$ cat src/rtl/wsq_pkg.sv
package wsq_pkg;
  // Write-window tracking phase
  typedef enum logic {
    WIN_IDLE = 1'b0,
    WIN_OPEN = 1'b1
  } win_phase_e;

  // Saturating increment helper for small counters
  function automatic int unsigned sat_inc(int unsigned v, int unsigned lim);
    return (v >= lim) ? lim : v + 1;
  endfunction
endpackage

$ cat src/rtl/wsq_rst_sync.sv
module wsq_rst_sync #(
  parameter int STAGES = 2
) (
  input  logic clk,
  input  logic rst_n,
  output logic rst_sync_n
);
  logic [STAGES-1:0] sync_q;

  always_ff @(posedge clk or negedge rst_n) begin
    if (!rst_n) sync_q <= '0;
    else        sync_q <= {sync_q[STAGES-2:0], 1'b1};
  end

  assign rst_sync_n = sync_q[STAGES-1];
endmodule

$ cat src/rtl/wsq_por_timer.sv
module wsq_por_timer #(
  parameter int DELAY_CYC = 1000000
) (
  input  logic clk,
  input  logic rst_n,
  input  logic pwr_good,
  output logic ready
);
  localparam int CW = $clog2(DELAY_CYC + 1);
  localparam logic [CW-1:0] CNT_MAX = CW'(DELAY_CYC);

  logic [CW-1:0] cnt_q, cnt_d;
  logic          cnt_en;

  always_comb begin
    cnt_en = 1'b1;
    if (!pwr_good)            cnt_d = '0;
    else if (cnt_q != CNT_MAX) cnt_d = cnt_q + 1'b1;
    else begin
      cnt_d  = cnt_q;
      cnt_en = 1'b0;
    end
  end

  always_ff @(posedge clk or negedge rst_n) begin
    if (!rst_n)      cnt_q <= '0;
    else if (cnt_en) cnt_q <= cnt_d;
  end

  assign ready = (cnt_q == CNT_MAX);
endmodule

$ cat src/rtl/wsq_strobe_window.sv
module wsq_strobe_window
  import wsq_pkg::*;
#(
  parameter int ADDR_W      = 17,
  parameter int DATA_W      = 16,
  parameter int MIN_LOW_CYC = 2
) (
  input  logic              clk,
  input  logic              rst_n,
  input  logic              ce_n,
  input  logic              we_n,
  input  logic              oe_n,
  input  logic              allow,
  input  logic [ADDR_W-1:0] addr,
  input  logic [DATA_W-1:0] data,
  output logic              wr_pulse,
  output logic [ADDR_W-1:0] wr_addr,
  output logic [DATA_W-1:0] wr_data
);
  localparam int LW = $clog2(MIN_LOW_CYC + 1);
  localparam logic [LW-1:0] LEN_MAX = LW'(MIN_LOW_CYC);

  win_phase_e        phase_q, phase_d;
  logic [LW-1:0]     len_q, len_d;
  logic              ok_q, ok_d;
  logic [ADDR_W-1:0] alat_q, alat_d;
  logic              pulse_q, pulse_d;
  logic [ADDR_W-1:0] waddr_q;
  logic [DATA_W-1:0] wdata_q;

  logic joint_low, win_start, win_stop, sample_ok, wide_enough;

  assign joint_low = ~ce_n & ~we_n;
  assign win_start = joint_low & (phase_q == WIN_IDLE);
  assign win_stop  = ~joint_low & (phase_q == WIN_OPEN);
  assign sample_ok = oe_n & allow;

  generate
    if (MIN_LOW_CYC <= 1) begin : g_no_filter
      assign wide_enough = 1'b1;
    end else begin : g_filter
      assign wide_enough = (len_q == LEN_MAX);
    end
  endgenerate

  // Next-state logic
  always_comb begin
    phase_d = joint_low ? WIN_OPEN : WIN_IDLE;
    len_d   = len_q;
    ok_d    = ok_q;
    alat_d  = alat_q;
    if (win_start) begin
      len_d  = LW'(1);
      ok_d   = sample_ok;
      alat_d = addr;
    end else if (joint_low) begin
      if (len_q != LEN_MAX) len_d = len_q + 1'b1;
      ok_d = ok_q & sample_ok;
    end
    pulse_d = win_stop & ok_q & wide_enough & allow;
  end

  // State registers
  always_ff @(posedge clk or negedge rst_n) begin
    if (!rst_n) begin
      phase_q <= WIN_IDLE;
      len_q   <= '0;
      ok_q    <= 1'b0;
      alat_q  <= '0;
      pulse_q <= 1'b0;
    end else begin
      phase_q <= phase_d;
      len_q   <= len_d;
      ok_q    <= ok_d;
      pulse_q <= pulse_d;
      if (win_start) alat_q <= alat_d;
    end
  end

  // Output capture registers, enabled only by an accepted write
  always_ff @(posedge clk or negedge rst_n) begin
    if (!rst_n) begin
      waddr_q <= '0;
      wdata_q <= '0;
    end else if (pulse_d) begin
      waddr_q <= alat_q;
      wdata_q <= data;
    end
  end

  assign wr_pulse = pulse_q;
  assign wr_addr  = waddr_q;
  assign wr_data  = wdata_q;
endmodule

$ cat src/rtl/wstrobe_qualifier.sv
module wstrobe_qualifier #(
  parameter int ADDR_W        = 17,
  parameter int DATA_W        = 16,
  parameter int MIN_LOW_CYC   = 2,
  parameter int POR_DELAY_CYC = 1000000
) (
  input  logic              clk,
  input  logic              rst_n,
  input  logic              ce_n,
  input  logic              oe_n,
  input  logic              we_n,
  input  logic              pwr_good,
  input  logic [ADDR_W-1:0] addr,
  input  logic [DATA_W-1:0] data,
  output logic              wr_pulse,
  output logic [ADDR_W-1:0] wr_addr,
  output logic [DATA_W-1:0] wr_data
);
  logic rst_int_n;
  logic por_ready;
  logic write_allow;

  wsq_rst_sync #(.STAGES(2)) u_rst_sync (
    .clk        (clk),
    .rst_n      (rst_n),
    .rst_sync_n (rst_int_n)
  );

  wsq_por_timer #(.DELAY_CYC(POR_DELAY_CYC)) u_por_timer (
    .clk      (clk),
    .rst_n    (rst_int_n),
    .pwr_good (pwr_good),
    .ready    (por_ready)
  );

  assign write_allow = pwr_good & por_ready;

  wsq_strobe_window #(
    .ADDR_W      (ADDR_W),
    .DATA_W      (DATA_W),
    .MIN_LOW_CYC (MIN_LOW_CYC)
  ) u_window (
    .clk      (clk),
    .rst_n    (rst_int_n),
    .ce_n     (ce_n),
    .we_n     (we_n),
    .oe_n     (oe_n),
    .allow    (write_allow),
    .addr     (addr),
    .data     (data),
    .wr_pulse (wr_pulse),
    .wr_addr  (wr_addr),
    .wr_data  (wr_data)
  );
endmodule

$ cat config.mk
export PLATFORM = sky130hd
export DESIGN_NAME = wstrobe_qualifier
export DESIGN_NICKNAME = d
export VERILOG_FILES = /design/src/rtl/wsq_pkg.sv /design/src/rtl/wsq_rst_sync.sv /design/src/rtl/wsq_por_timer.sv /design/src/rtl/wsq_strobe_window.sv /design/src/rtl/wstrobe_qualifier.sv
export SDC_FILE = /design/constraint.sdc
export NUM_CORES = 1
export LEC_CHECK = 0
export CAP_MARGIN = 20
export CELL_PAD_IN_SITES_DETAIL_PLACEMENT = 1
export CELL_PAD_IN_SITES_GLOBAL_PLACEMENT = 1
export CORE_MARGIN = 2
export CORE_UTILIZATION = 29
export DETAILED_ROUTE_END_ITERATION = 12
export PLACE_DENSITY_LB_ADDON = 0.3
export SLEW_MARGIN = 20
export SYNTH_ARGS = -nofsm -noshare
export SYNTH_HDL_FRONTEND = slang
export SYNTH_SLANG_ARGS = --single-unit
$ cat constraint.sdc
create_clock -name clk -period 2.79 [get_ports clk]
set_input_delay 0.6975 -clock clk [delete_from_list [all_inputs] [get_ports clk]]
set_output_delay 0.6975 -clock clk [all_outputs]
set_load 0.02 [all_outputs]
== Word level (Yosys, flattened, before mapping) ==
Cells that the tools add are included.
Widths: inputs -> output; s select.

* Bits of input ports: 39
* Bits in registers: 77
* Logic and storage cells: 43
* Output and inout bits: 34

* Muxes and demuxes: 10
* Add/subtract/negate cells: 2
* Bitwise operators: 13
* Reductions and logical operators: 4
* Eq/ne operators: 5

{| class="wikitable"
|+ Operators with widths
! cell !! number
|-
| $mux 20 || 2
|-
| $add 20x1->20 const B || 1
|-
| $eq 20x20->1 const B || 1
|-
| $ne 20x20->1 const B || 1
|-
| $and 1x1->1 || 9
|-
| $mux 2 || 3
|-
| $mux 1 || 5
|-
| $not 1->1 || 4
|-
| $reduce_and 2->1 || 2
|-
| $reduce_bool 2->1 || 2
|-
| $add 2x1->2 const B || 1
|-
| $eq 2x2->1 const B || 1
|-
| $ne 2x1->1 const B || 1
|-
| $ne 2x2->1 const B || 1
|}

== Longest topological paths before layout ==
Gate-level depths: netlist of run 1.

* Depth after elaboration: 7
* Mapped depth: 7
* Mapped depth without buffers: 6

== Cells and area by module ==
From an unflattened synthesis of run 1, not the netlist that was laid out.

* Cell total of the unflattened synthesis: 246
* Area, all modules: 3244.4 um2

{| class="wikitable"
|+ Modules (own cells, without submodules)
! module !! seq. area each (um2) !! area each (um2) !! cells an instance !! times used
|-
| wsq_strobe_window || 1376.3 || 2105.8 || 126 || 1
|-
| wsq_por_timer || 500.5 || 1078.5 || 116 || 1
|-
| wsq_rst_sync || 50.0 || 53.8 || 3 || 1
|-
| wstrobe_qualifier || 0.0 || 6.3 || 1 || 1
|}

== Least setup slack after synthesis of run 1 ==
No wires, ideal clock.

* Path kind: input port to flip-flop
* From: input port pwr_good
* To: register u_window.waddr_q[0] (netlist: u_window.wr_addr[0])
* Library setup time: 125 ps
* Buffers on the path: 2
* Slack: 870 ps
* Cell stages on the path: 6
* Data arrival time: 1795 ps
* Data required time: 2665 ps
* Path through: clkbuf_1 > nand3_1 > nor2_1 > nand3_4 > buf_6 > mux2_4

* Longest elaborated chain between the ends: 2

{| class="wikitable"
|+ Ends and longest elaborated chain
! what !! line !! source
|-
| from (decl) || wstrobe_qualifier.sv:12 || <nowiki>input logic pwr_good,</nowiki>
|-
| $and 1x1->1 || wstrobe_qualifier.sv:36 || <nowiki>assign write_allow = pwr_good & por_ready;</nowiki>
|-
| $and 1x1->1 || wsq_strobe_window.sv:60 || <nowiki>pulse_d = win_stop & ok_q & wide_enough & allow;</nowiki>
|-
| to (signal assigned) || wsq_strobe_window.sv:86 || <nowiki>waddr_q <= alat_q;</nowiki>
|-
| to (decl) || wsq_strobe_window.sv:28 || <nowiki>logic [ADDR_W-1:0] waddr_q;</nowiki>
|}

Every way passes these cells.
A chain may end at the register's enable or synchronous reset.

== Worst setup path in the final report of run 1 ==
* From: input port we_n
* To: register u_window.wdata_q[3] (netlist: u_window.wr_data[3])

* Longest elaborated chain between the ends: 7

{| class="wikitable"
|+ Ends and longest elaborated chain
! what !! line !! source
|-
| from (decl) || wstrobe_qualifier.sv:11 || <nowiki>input logic we_n,</nowiki>
|-
| $not 1->1 || wsq_strobe_window.sv:33 || <nowiki>assign joint_low = ~ce_n & ~we_n;</nowiki>
|-
| $and 1x1->1 || wsq_strobe_window.sv:33 ||
|-
| $not 1->1 || wsq_strobe_window.sv:35 || <nowiki>assign win_stop = ~joint_low & (phase_q == WIN_OPEN);</nowiki>
|-
| $and 1x1->1 || wsq_strobe_window.sv:35 ||
|-
| $and 1x1->1 (3 in series) || wsq_strobe_window.sv:60 ||
|-
| to (signal assigned) || wsq_strobe_window.sv:87 || <nowiki>wdata_q <= data;</nowiki>
|-
| to (decl) || wsq_strobe_window.sv:29 || <nowiki>logic [DATA_W-1:0] wdata_q;</nowiki>
|}

Every way passes these cells.

==> results of run 1 <==
## stage by stage
step / total power, W / hold WS, ns / worst slack (ns)
final: 0.00246 / 0.348 / 0.542
after global routing: 0.00259 / 0.365 / 0.439
after CTS: 0.00251 / 0.350 / 0.512
after detailed placement: 0.00140 / 0.336 / 0.160
after global placement: 0.00140 / 0.340 / 0.189
after floorplan: 0.00131 / 0.331 / 0.487
## Yosys cell counts (6+ instances only)
| master | number |
|---|---|
| nand3_1 | 12 |
| o21ai_0 | 6 |
| nand2_1 | 6 |
| a21oi_1 | 8 |
| dfrtp_1 | 77 |
| xnor2_1 | 10 |
| nor2_1 | 18 |
| nor4_1 | 6 |
| mux2_2 | 20 |
| mux2_4 | 30 |
| inv_1 | 7 |
## report_power, final
group	total, W	switching (W)	internal, W
Sequential	0.00123	0.0000537	0.00117
Clock	0.00108	0.000461	0.000622
Combinational	0.000153	0.0000506	0.000102
## routing by layer
metal | global-route usage (%) | routed length (um)
met2 | 18.9 | 3370
met1 | 17.1 | 3590
met5 | 0 | 0
met4 | 4.63 | 71
met3 | 3.78 | 321
## area by class of cell
type	count	area [um2]	area share, %
sequential	77	1930	42.0
multi-input combinational	159	1380	30.1
timing repair buffer	79	798	17.4
clock buffer	10	239	5.20
tap	143	179	3.89
clock inverter	5	37.5	0.817
inverter	8	30.0	0.653
## flip-flops by register name, summed over array words and instances (netlist names)
signal / flops
u_window.len_q: 2
u_window.alat_q: 17
u_por_timer.cnt_q: 20
u_window.phase_q: 1
u_rst_sync.sync_q: 2
u_window.wr_pulse: 1
u_window.wr_addr: 17
u_window.ok_q: 1
u_window.wr_data: 16
## critical path, cell delays in order
cell             delay [ns]
clkdlybuf4s50_1        0.55
o21ai_0                0.16
nor2_1                 0.20
nand3_4                0.28
buf_4                  0.27
mux2_4                 0.29
## cell families after synthesis
family                   after synthesis  synth area share, %
other                                  1                0.111
XOR/XNOR                              13                 3.36
adder cells (fa/ha/maj)                3                 1.11
AO/OA/AOI/OAI                         18                 3.06
flip-flops                            77                 56.8
multiplexers                          51                 20.2
AND/OR/NAND/NOR                       73                 12.9
buffers and inverters                 15                 2.36
## final timing paths
path | endpoint | slack, ns
hold / removal | u_rst_sync.sync_q[1]$_DFF_PN0_ | 0.35
max in group asynchronous | u_window.wr_data[0]$_DFFE_PN0P_ | 1.67
setup / recovery | u_window.wr_data[3]$_DFFE_PN0P_ | 0.54
setup reg to reg | u_window.wr_data[3]$_DFFE_PN0P_ | 0.63
hold reg to reg | u_rst_sync.sync_q[1]$_DFF_PN0_ | 0.35
min in group asynchronous | u_por_timer.cnt_q[5]$_DFFE_PN0P_ | 0.50
==> out/results.ini, run 1 <==
[outcome]
status = complete, no violations

[route]
vias_per_cell = 4.64
final_antenna_net_count = 0
route.detailed.drc = 0
drtPass1Iterations = 4
drt-total-wl_um = 7350
post_drt_wl_per_cell_um = 15.3
vias = 2230
drt_iter0_drc = 119

[synth]
synth.ff_latch_count = 77
syn-num-nets = 293
synth-async-reset-ratio_pct = 100
ys_seq_area_share_pct = 56.8
synth-edff-count = 0
avgSynthCellArea_um2 = 13.5
synth_flop_cell = dfrtp_1
synth.largest_area_cell = dfrtp_1
yosys_warnings = 0
synthDistinctLibCells = 39
syn_area_um2 = 3390
synth_top_area_share_pct = 56.8
synth_cells = 251
ys_top_cells_by_area = dfrtp_1 57%, mux2_4 13%, mux2_2 6.6%

[timing]
finalHoldViolCount = 0
relSlewSlack_pct = 34.6
maxSlewViolCount = 0
final-setup-viol-count = 0
rsz0062_at_grt = no
tns_ns = 0
skew_ns = 0.00507
worst-slew-pin-transition_ns = 0.982
fin_crit_ns = 2.25
fin_crit_sh_pct = 80.6
fmax_ghz = 0.445

[clock_network]
cts-root-buf = clkbuf_16
cts_resized = 0
cts_buffers = 9
worstSkewPairLatency_ns = 0.33
holdBufCountCts = 0
cts_sinks = 77
cts_tree = built
htreeDepth = 3
clockBufferDepth = 2
path_clk_slew_ns = 0.06
cts_setup_buffers = 0

[placed_design]
dpl_cell_area_um2 = 4320
hpwl_um = 5080
io_buffers = 72
place_congestion = 0.704
place_inst = 466

[setup_path]
worstReg2RegStart = u_por_timer.cnt_q[12]$_DFFE_PN0P_
crit_required_ns = 3.01
crit_start = we_n
critPathCaptureType = flip-flop
path_class = input pin to flip-flop
path_max_fanout = 14
ff2ff_path_depth = 5
crit_path_start_kind = input pin
crit_arrival_ns = 2.47

[grt]
grt_use_total_pct = 12.5
grt_first_pass_wirelength_um = 12400
gr-total-overflow = 0
grt_pass1_vias = 2457
antenna_found_initial = 0
grt_max_degree = 76

[cells_and_area]
layout_common_cells = 76 x dfrtp_1, 72 x clkdlybuf4s50_1, 30 x mux2_4
drive_gt1_share_pct = 23.4
area_delta_synth_final_pct = 35.6
nets = 376
nFillCells = 1211
post-route-util_pct = 40.3
n_antenna_cell = 0
mostFrequentLayoutCell = dfrtp_1
design_area_um2 = 4600
instances_no_fill = 481

[hold_path]
hp-class = flip-flop to flip-flop
hp-start = u_rst_sync.sync_q[0]$_DFF_PN0_
hold-path-cell-count = 0

[pwr]
ir_worst_vdd_v = 0.000409
p_leak_nw = 2.06
power_per_cell_area_nw_per_um2 = 536

[floorplan]
die_h_um = 112
die_w_um = 112
io_pins = 73
initial_core_util_pct = 29.7
die_area_um2 = 12600
rows = 39
coreArea_um2 = 11400

[run]
drv_cap = 0

Note: power is estimated with default switching activity, not from simulation.
==> run 2, diff against run 1 <==
Clock period 2.79 ns to 1.95 ns, I/O delays scaled along.
==> out/results.ini, run 2 (same netlist as run 1, synthesis figures left out) <==
[clock_network]
cts_tree = built
cts_sinks = 77
worstSkewPairLatency_ns = 0.34
holdBufCountCts = 0
cts_buffers = 9
clockBufferDepth = 2
cts_setup_buffers = 0
cts-root-buf = clkbuf_16
htreeDepth = 3
cts_resized = 0
path_clk_slew_ns = 0.06

[timing]
finalHoldViolCount = 0
fin_crit_ns = 1.84
maxSlewViolCount = 0
rsz0062_at_grt = no
whs_ns = 0.276
skew_ns = 0.0132
fin_crit_sh_pct = 94.5
tns_ns = 0
final-setup-viol-count = 0
fmax_ghz = 0.542

[setup_path]
critPathCaptureType = flip-flop
path_class = flip-flop to flip-flop
crit_required_ns = 2.16
crit_arrival_ns = 2.05
path_max_fanout = 13
crit_path_start_kind = flip-flop
worstReg2RegStart = u_por_timer.cnt_q[5]$_DFFE_PN0P_
crit_start = u_por_timer.cnt_q[5]$_DFFE_PN0P_

[pwr]
p_leak_nw = 2.17
power_per_cell_area_nw_per_um2 = 758
ir_worst_vdd_v = 0.000406

[floorplan]
die_w_um = 112
die_h_um = 112
initial_core_util_pct = 29.7
io_pins = 73
rows = 39
die_area_um2 = 12600
coreArea_um2 = 11400

[grt]
gr-total-overflow = 0
grt_first_pass_wirelength_um = 14000
grt_pass1_vias = 2608
grt_use_total_pct = 14.0
grt_max_degree = 76
antenna_found_initial = 0

[route]
vias = 2358
post_drt_wl_per_cell_um = 16.0
drt-total-wl_um = 8040
drt_iter0_drc = 110
route.detailed.drc = 0
final_antenna_net_count = 0
vias_per_cell = 4.71
drtPass1Iterations = 4

[cells_and_area]
largest_reg_flops = 20
nets = 395
post-route-util_pct = 42.0
area_delta_synth_final_pct = 41.5
nFillCells = 1207
multi_input_area_um2 = 1390
n_antenna_cell = 0
instances_no_fill = 501
seq_area_um2 = 1930
largest_register = u_por_timer.cnt_q
drive_gt1_share_pct = 28.2
mostFrequentLayoutCell = dfrtp_1
layout_common_cells = 76 x dfrtp_1, 72 x clkdlybuf4s50_1, 30 x mux2_4

[placed_design]
hpwl_um = 5680
io_buffers = 72
place_congestion = 0.775
place_inst = 485

[hold_path]
hp-class = flip-flop to asynchronous set/reset pin

[outcome]
status = complete, no violations

[run]
drv_cap = 0

-- run 2: changes by cell type in the layout (fill, tap and decap cells not counted), sizes merged --
cell	before	now
inv	7	11
clkinv	4	1
buf	7	26
-- run 2: metal layers --
metal | vias to the layer above | global-route usage (%) | share of wire, % | routed length, um
li1 | 1101 | - | - | -
met1 | 1187 | 18.0 | 47 | 3740
met4 | 0 | 5.85 | 2.2 | 178
met2 | 56 | 22.9 | 47 | 3820
met5 | - | 0 | 0 | 0
met3 | 14 | 2.92 | 3.7 | 301
-- run 2: critical path, cell delays in order (launching register included) --
cell and delay [ns]:
dfrtp_1 0.40, or4_4 0.56, nor2_8 0.15, nand3_4 0.12, buf_12 0.19, mux2_4 0.30
-- run 2: power breakdown --
| part | leakage (nW) | switching (W) | internal, W |
|---|---|---|---|
| combinational | 1.01 | 0.000115 | 0.000164 |
| clock | 0.138 | 0.000716 | 0.000920 |
| sequential | 1.02 | 0.0000448 | 0.00168 |
| total | 2.17 | 0.000875 | 0.00276 |
-- run 2: stage by stage --
stage / instance area, um2 / total power [W] / worst slack [ns]
final: 4800 / 0.00364 / 0.106
after global routing: 4800 / 0.00379 / 0.0288
after CTS: 4790 / 0.00368 / 0.0544
after detailed placement: 4500 / 0.00203 / -0.227
after global placement: 4500 / 0.00202 / -0.249
after floorplan: 3390 / 0.00188 / 0.119
-- run 2: worst paths after layout --
| path | slack [ns] | to | depth (start not counted) |
|---|---|---|---|
| setup / recovery | 0.11 | u_window.wr_addr[13]$_DFFE_PN0P_ | 5 |
| hold / removal | 0.28 | u_por_timer.cnt_q[3]$_DFFE_PN0P_ | 1 |
| setup reg to reg | 0.11 | u_window.wr_addr[13]$_DFFE_PN0P_ | 5 |
| hold reg to reg | 0.28 | u_por_timer.cnt_q[3]$_DFFE_PN0P_ | 1 |
| max in group asynchronous | 1.32 | u_window.wr_addr[13]$_DFFE_PN0P_ | 1 |
| min in group clk | 0.35 | u_rst_sync.sync_q[1]$_DFF_PN0_ | 0 |
-- run 2: area by class of cell --
| class | instances | share of cell area, % |
|---|---|---|
| Sequential cell | 77 | 40.2 |
| Clock buffer | 10 | 4.98 |
| Inverter | 8 | 0.626 |
| Tap cell | 143 | 3.73 |
| Clock inverter | 6 | 1.10 |
| Multi-Input combinational cell | 159 | 29.0 |
| Timing Repair Buffer | 98 | 20.4 |
